--- src/rtl/txn_conflict_tracker.sv ---
module txn_conflict_tracker #(
  parameter int NODES   = 4,
  parameter int NODE_ID = 1,
  parameter int LINES   = 8,
  localparam int NW = (NODES > 1) ? $clog2(NODES) : 1,
  localparam int LW = (LINES > 1) ? $clog2(LINES) : 1
) (
  input  logic          clk,
  input  logic          rst_n,
  input  logic          acc_valid,
  input  logic          acc_store,
  input  logic [LW-1:0] acc_line,
  input  logic          acc_wconf,
  input  logic [NW-1:0] acc_wconf_node,
  input  logic          end_commit,
  input  logic          end_abort,
  input  logic          bus_valid,
  input  logic          bus_is_commit,
  input  logic [NW-1:0] bus_node,
  input  logic [LW-1:0] probe_line,
  output logic          probe_sr,
  output logic          probe_sw,
  output logic          probe_rc,
  output logic [NODES-1:0] killers,
  output logic          kill_abort,
  output logic          busy,
  output logic          inv_valid,
  output logic [LW-1:0] inv_line,
  output logic          msg_valid,
  output logic          msg_is_commit
);

  logic [LINES-1:0] sr, sw, rc;
  logic [NODES-1:0] kmap, kmap_nxt;
  logic [LW-1:0]    ptr;
  logic             sweep_abort;

  wire remote   = bus_valid && (int'(bus_node) != NODE_ID) && (int'(bus_node) < NODES);
  wire killed   = !busy && remote && bus_is_commit && kmap[bus_node];
  wire fin_ab   = !busy && (end_abort || killed);
  wire fin_cm   = !busy && end_commit && !fin_ab;
  wire finish   = fin_ab || fin_cm;
  wire take     = acc_valid && !busy && !finish;
  wire mark     = take && acc_wconf && (int'(acc_wconf_node) != NODE_ID)
                  && (int'(acc_wconf_node) < NODES);
  wire last     = (int'(ptr) == LINES - 1);

  wire [LINES-1:0] acc_hot = LINES'(1) << acc_line;
  wire [LINES-1:0] ptr_hot = LINES'(1) << ptr;

  always_comb begin
    kmap_nxt = kmap;
    if (remote && !bus_is_commit) kmap_nxt[bus_node] = 1'b0;
    if (mark) kmap_nxt[acc_wconf_node] = 1'b1;
    if (finish) kmap_nxt = '0;
  end

  always_ff @(posedge clk) begin
    if (!rst_n) begin
      sr <= '0;
      sw <= '0;
      rc <= '0;
      kmap <= '0;
      ptr <= '0;
      busy <= 1'b0;
      sweep_abort <= 1'b0;
      msg_valid <= 1'b0;
      msg_is_commit <= 1'b0;
      kill_abort <= 1'b0;
    end else begin
      kmap <= kmap_nxt;
      msg_valid <= finish;
      msg_is_commit <= fin_cm;
      kill_abort <= killed;
      if (busy) begin
        sr <= sr & ~ptr_hot;
        sw <= sw & ~ptr_hot;
        rc <= rc & ~ptr_hot;
        if (last) busy <= 1'b0;
        else ptr <= ptr + 1'b1;
      end else if (finish) begin
        busy <= 1'b1;
        ptr <= '0;
        sweep_abort <= fin_ab;
      end else if (take) begin
        if (acc_store) sw <= sw | acc_hot;
        else sr <= sr | acc_hot;
        if (mark && !acc_store) rc <= rc | acc_hot;
      end
    end
  end

  assign killers   = kmap;
  assign probe_sr  = sr[probe_line];
  assign probe_sw  = sw[probe_line];
  assign probe_rc  = rc[probe_line];
  assign inv_line  = ptr;
  assign inv_valid = busy && (rc[ptr] || (sweep_abort && sw[ptr]));


  msg_single_chk: assert property (@(posedge clk) disable iff (!rst_n)
    msg_valid |=> !msg_valid);


  kill_msg_chk: assert property (@(posedge clk) disable iff (!rst_n)
    kill_abort |-> (msg_valid && !msg_is_commit && busy));


  clean_end_chk: assert property (@(posedge clk) disable iff (!rst_n)
    $fell(busy) |-> (sr == '0 && sw == '0 && rc == '0 && kmap == '0));


  sweep_len_chk: assert property (@(posedge clk) disable iff (!rst_n)
    $fell(busy) |-> (int'($past(ptr)) == LINES - 1));


  rc_has_sr_chk: assert property (@(posedge clk) disable iff (!rst_n)
    !busy |-> ((rc & ~sr) == '0));


  self_bit_chk: assert property (@(posedge clk) disable iff (!rst_n)
    !kmap[NODE_ID]);

endmodule

--- config.mk ---
export PLATFORM = sky130hd
export DESIGN_NAME = txn_conflict_tracker
export DESIGN_NICKNAME = d
export VERILOG_FILES = /design/src/rtl/txn_conflict_tracker.sv
export SDC_FILE = /design/constraint.sdc
export NUM_CORES = 1
export LEC_CHECK = 0
export ABC_AREA = 1
export BUFFER_PORTS_ARGS = -buffer_cell sky130_fd_sc_hd__clkbuf_2
export CORE_MARGIN = 1
export CORE_UTILIZATION = 25
export DETAILED_ROUTE_END_ITERATION = 12
export HOLD_SLACK_MARGIN = 0.02
export PLACE_DENSITY_LB_ADDON = 0.3
export SYNTH_ARGS = -nofsm -noshare
export SYNTH_HDL_FRONTEND = slang
export SYNTH_SLANG_ARGS = --single-unit
--- constraint.sdc ---
create_clock -name clk -period 1.6 [get_ports clk]
set_input_delay 0.08 -clock clk [delete_from_list [all_inputs] [get_ports clk]]
set_output_delay 0.08 -clock clk [all_outputs]
set_load 0.01 [all_outputs]
# Word-level counts from Yosys, hierarchy flattened
# Cells that the tools add are included.
dict set report classes {
  addsub 1
  order_cmp 6
  n_eq_ne 6
  shift 2
  muxes 36
  n_bitwise 12
  n_reduce_logical 35
}
# op count
set op_table {}
lappend op_table {{8-bit 2-to-1 mux} 12}
lappend op_table {{8-bit bitwise AND} 3}
lappend op_table {{8-bit OR} 3}
lappend op_table {{1-bit logical AND} 17}
lappend op_table {{1-bit by 3-bit left shift with 8-bit output (first input constant)} 2}
lappend op_table {{1-bit binary-select mux with 3-bit select} 5}
lappend op_table {{1-bit 2-to-1 mux} 11}
lappend op_table {{3-bit 2-to-1 mux} 3}
lappend op_table {{3-bit AND reduction} 3}
lappend op_table {{3-bit by 4-bit < comparator with 1-bit output (second input constant)} 2}
lappend op_table {{4-bit 2-to-1 mux} 2}
lappend op_table {{2-bit inequality test (second input constant)} 4}
lappend op_table {{8-bit inverter} 1}
lappend op_table {{2-bit nonzero test} 4}
lappend op_table {{2-bit by 3-bit < comparator with 1-bit output (second input constant)} 2}
lappend op_table {{1-bit logical NOT} 5}
lappend op_table {{4-bit bitwise AND} 1}
lappend op_table {{1-bit demux with 2-bit select} 2}
lappend op_table {{2-bit by 1-bit >= comparator with 1-bit output (second input constant)} 2}
lappend op_table {{4-bit inverter} 1}
lappend op_table {{4-bit OR} 1}
lappend op_table {{2-bit AND reduction} 2}
lappend op_table {{3-bit by 1-bit adder with 3-bit output (second input constant)} 1}
lappend op_table {{3-bit by 1-bit == test with 1-bit output (second input constant)} 1}
lappend op_table {{5 further kinds} 8}
dict set report word_totals {
  register_bits 36
  input_bits 19
  out_inout_bits 15
  elab_cells 108
}

# Longest topological paths before layout
dict set report logic_depth {
  ltp_word 19
  ltp_mapped 14
  depth_no_buf 14
}

# Worst setup path after synthesis
# No wires, ideal clock.
dict set report synth_timing {
  path_type {register to output}
  startpoint {reg ptr[0], in the netlist inv_line[0]}
  endpoint {out inv_valid}
  arrival_time_ps 1396
  t_required_ps 1520
  setup_slack_ps 124
  path_stages_with_launch 7
  n_path_buf 0
  cell_sequence {dfxtp_1 clkinv_1 a21oi_1 o21ai_0 nand2_1 nand2_1 a221oi_1}
}
dict set report synth_via {
  elab_chain_cells 5
  word_cells_on_any_way 7
  cone_classes {mux (4); reduce/logical (3)}
}
# item line
set synth_rtl {}
lappend synth_rtl {{from (decl)} 35} ;# logic [LW-1:0] ptr;
lappend synth_rtl {{from (signal assigned)} 80} ;# else ptr <= ptr + 1'b1;
lappend synth_rtl {{1-bit binary-select mux with 3-bit select} 98} ;# assign inv_valid = busy && (rc[ptr] || (sweep_abort && sw[ptr]));
lappend synth_rtl {{1-bit 2-to-1 mux (not written as such)} 98}
lappend synth_rtl {{1-bit logical AND} 98}
lappend synth_rtl {{1-bit logical OR (*)} 98}
lappend synth_rtl {{1-bit logical AND (*)} 98}
lappend synth_rtl {{to (decl)} 27} ;# output logic inv_valid,
# Mark *: on every way between the ends. The rest lies on a longest branch, timed or not. The select of a mux whose other input is x is not followed.

# Final worst setup path
dict set report layout_timing {
  startpoint {reg ptr[1], in the netlist inv_line[1]}
  endpoint {out inv_valid}
}
# The elaborated chain is that of the path after synthesis.

==> summary.md <==
| Metric | Value |
|---|---|
| Fmax | `roughly 620 MHz` |
| Rel. slew slack | `about 77%` |
| Net count, final | `384` |
| Grt met1 use | `a little over a fifth` |
| Syn-to-layout area delta | `27.0%` |
| Peak VDD IR | `0.457 mV` |
| Sequential cell area fraction in the yosys report | `35.1%` |
| Drt pass-1 iters | `4` |
| Multi-input combinational cell area | `1170 um^2` |
| CTS tree | `done` |
| Mapped Avg Cell Area | `6.63 um^2` |
| Total design power | `2.18 mW` |
| YS warnings | `0` |
| Yosys reg bits | `36` |
| CP max stage delay | `0.37 ns` |
| Hold crit path type | `input pin to flop` |
| I/O Buffers | `33` |
| Post-DP HPWL | `4710 um` |
| Busiest grt layer | `met2` |
| Critical path data required time | `1.52 ns` |
| Ant diodes | `0` |
| Failing checks | `setup timing` |
| Crit path buf inv count | `3` |
| WL per Instance | `13.2 um` |
| Layout cells sized above 1 | `24.4%` |
| Mapped Cells | `310` |
| Number of stages on the worst hold path | `3` |
| Crit path to | `inv_valid` |
| GR Layer Usage met2 | `23.8%` |
| RSZ-0062 raised after global routing | `true` |
| Clock-pin slew on the worst setup and hold paths | `0.08 ns` |
| CTS Buf Count | `5` |
| Core Area | `slightly below 8000 um^2` |
| Routability Congestion | `0.847` |
| Final Hold Vio Count | `0` |
| First-pass GRT wire length | `10400 um` |
| Maxcap violations | `0` |
| Power Dens Cells | `834 nW/um^2` |
| DR vias/cell | `4.73` |
| Final period utilization | `102%` |
| Drt total wl | `6090 um` |
| Startpoint Class | `flop` |
| Reg-to-reg endpoint | `rc[7]` |
| Vias in the first global route | `2055` |
| Final period demand of the worst path | `1.63 ns` |
| Sw frac | `29.2%` |
| Die height | `92.7 um` |
| Outcome | `finished with violations` |
| Register area | `727 um^2` |
| Max clock buf depth | `2` |
| I/O pin count | `34` |
| Clk pwr share | `between 30% and 40%` |
| Final Setup Violations | `1` |
| Final setup skew | `0.00688 ns` |
| WS Path Type | `flop to output pin` |
| CTS sink cnt | `36` |
| Total grt overflow | `0` |
| All-Layer GR Usage | `between 10% and 20%` |
| P_int | `1.54 mW` |
| Die area | `8580 um^2` |
| Hold slack | `0.0589 ns` |
| Fillers | `883` |
| Cell count of the worst reg-to-reg path | `8` |
| Post-DRT Antenna Nets | `0` |
| NetSw | `0.637 mW` |
| P_leak | `1.09 nW` |
| Starting density of the core | `26.2%` |
| Max-slew violations | `0` |
| Power share of the sequential group | `43.3%` |
| Clk Latency, worst-skew pair | `0.29 ns` |
| Crit. path cell count | `7` |
| Die W | `92.7 um` |
| CP Launch Point | `inv_line[1]` |
| Worst Tran Pin Value | `0.343 ns` |
| Setup ws final | `-0.0257 ns` |
| Largest fanout on the critical path | `5` |
| Antenna violations before repair | `0` |
| Largest net degree at the start of global routing | `18` |
| Combinational power share | `19.6%` |
| Crit-path leading delay family | `buffers and inverters` |
| Detailed-route DRC error count | `0` |
| Placed cell area | `2380 um^2` |
| First DRT Iteration DRCs | `117` |
| Post-synthesis cell type count | `32` |
| FF-to-FF Start | `inv_line[0]` |
| CTS H-tree lvls | `2` |
| M3 GR Usage | `3.28%` |
| Post-Syn Area | `~2100 um^2` |
| Design area | `2610 um^2` |
| Crit-path slowest cell | `dfxtp_4` |
| Vias | `2187` |
| Site Rows | `32` |
| Crit path DAT | `between 1.5 and 2 ns` |
| Critical Path End Type | `output pin` |
| # hold bufs at CTS | `0` |
| CP Cell Sequence | `clkinvlp_4 > buf_4 > o21ai_0 > nor2_1 > a211oi_2 > a221oi_2 > buf_2` |
| FF-to-FF setup slack | `0.07 ns` |
| Root buffer cell | `clkbuf_8` |
| Syn nets | `335` |
-- layout make-up --
class                           instances  area share, %
Clock buffer                            6           2.78
Inverter                               41           6.62
Clock inverter                          2           1.34
Timing Repair Buffer                   51           11.6
Multi-Input combinational cell        224           44.9
Sequential cell                        36           27.9
Tap cell                              102           4.89
-- cell families after synthesis --
family	count (synthesis)	synth area share, %
buf+inv	50	9.99
flops	36	35.1
simple gates	137	30.1
compound gates	81	21.1
fa+ha+maj	6	3.65
-- layer usage --
metal	part of all wire [%]	vias up
li1	-	1122
met1	50	993
met2	44	66
met3	5.5	6
met4	1.2	0
met5	0	-
-- per-stage QoR --
stage	instances	setup TNS, ns	setup slack, ns	util [%]
6_report	462	-0.0257	-0.0257	33.3
5_1_grt	462	-0.187	-0.138	33.3
4_1_cts	460	-0.0125	-0.0125	32.7
3_5_place_dp	447	0	0.0152	30.4
3_3_place_gp	447	-0.0871	-0.0516	30.4
2_1_floorplan	310	0	0.124	-
-- worst reg2reg max path, stage by stage, from the launching register on --
cell and delay (ns):
dfxtp_2 0.38, buf_4 0.14, ha_1 0.18, ha_2 0.24
nand2_1 0.13, a21oi_1 0.17, nand3_1 0.09, nand2_1 0.07
nor2_1 0.03
-- Yosys cell counts, drive strengths merged --
cell / n / share of area [%]
nor2: 38 / 6.9
nor4: 2 / 0.61
nand4: 10 / 4.1
clkinv: 4 / 1.0
nand2: 68 / 13
nor3: 3 / 0.73
o21a: 1 / 0.37
clkbuf: 7 / 1.3
o21ai: 28 / 6.8
a31oi: 3 / 0.91
inv: 37 / 6.8
nand3: 14 / 4.1
or2: 2 / 0.61
a211oi: 1 / 0.37
ha: 6 / 3.7
a21oi: 42 / 10
o31ai: 3 / 1.1
buf: 2 / 0.91
dfxtp: 36 / 35
a221oi: 1 / 0.43
o211ai: 2 / 0.73
-- power groups by stage --
stage	sequential, mW	combinational (mW)	clock, mW
floorplan	0.960	0.246	0
global placement	0.961	0.380	0
detailed placement	0.961	0.381	0
CTS	0.941	0.406	0.828
global route	0.945	0.481	0.867
finish	0.942	0.426	0.810
-- flip-flops by register name, indices dropped and copies added (netlist names) --
signal,flops
busy,1
killers,4
sr,8
rc,8
sw,8
kill_abort,1
msg_valid,1
inv_line,3
msg_is_commit,1
sweep_abort,1
-- worst min-delay path by stage --
stage                 startpoint          to
2_1_floorplan              rst_n       sr[1]
3_3_place_gp   acc_wconf_node[0]  killers[3]
3_5_place_dp   acc_wconf_node[0]  killers[3]
4_1_cts        acc_wconf_node[0]  killers[3]
5_1_grt        acc_wconf_node[0]  killers[3]
6_report       acc_wconf_node[0]  killers[3]
-- what timing repair did --
item / in CTS / in global routing
resized for setup: 14 / 11
buffers inserted: 5 / 2
endpoints found under the setup margin: 3 / 11
endpoints found under the hold margin: 0 / 0
pin swaps: 2 / 2
-- cells in the final DEF, fill, tap and decap left out, types with 3 or more instances in the layout --
| cell type | n |
|---|---|
| nand2_1 | 64 |
| a21oi_1 | 38 |
| nor2_1 | 36 |
| inv_1 | 33 |
| dfxtp_1 | 33 |
| clkbuf_2 | 32 |
| o21ai_0 | 24 |
| buf_4 | 17 |
| nand3_1 | 11 |
| nand4_1 | 8 |
| ha_1 | 5 |
| clkbuf_8 | 5 |
| o21ai_1 | 4 |
| a21oi_2 | 4 |
| a31oi_1 | 3 |
| nand3_2 | 3 |
| nor3_1 | 3 |
| o31ai_1 | 3 |
Power figures use the tool's default switching activity.
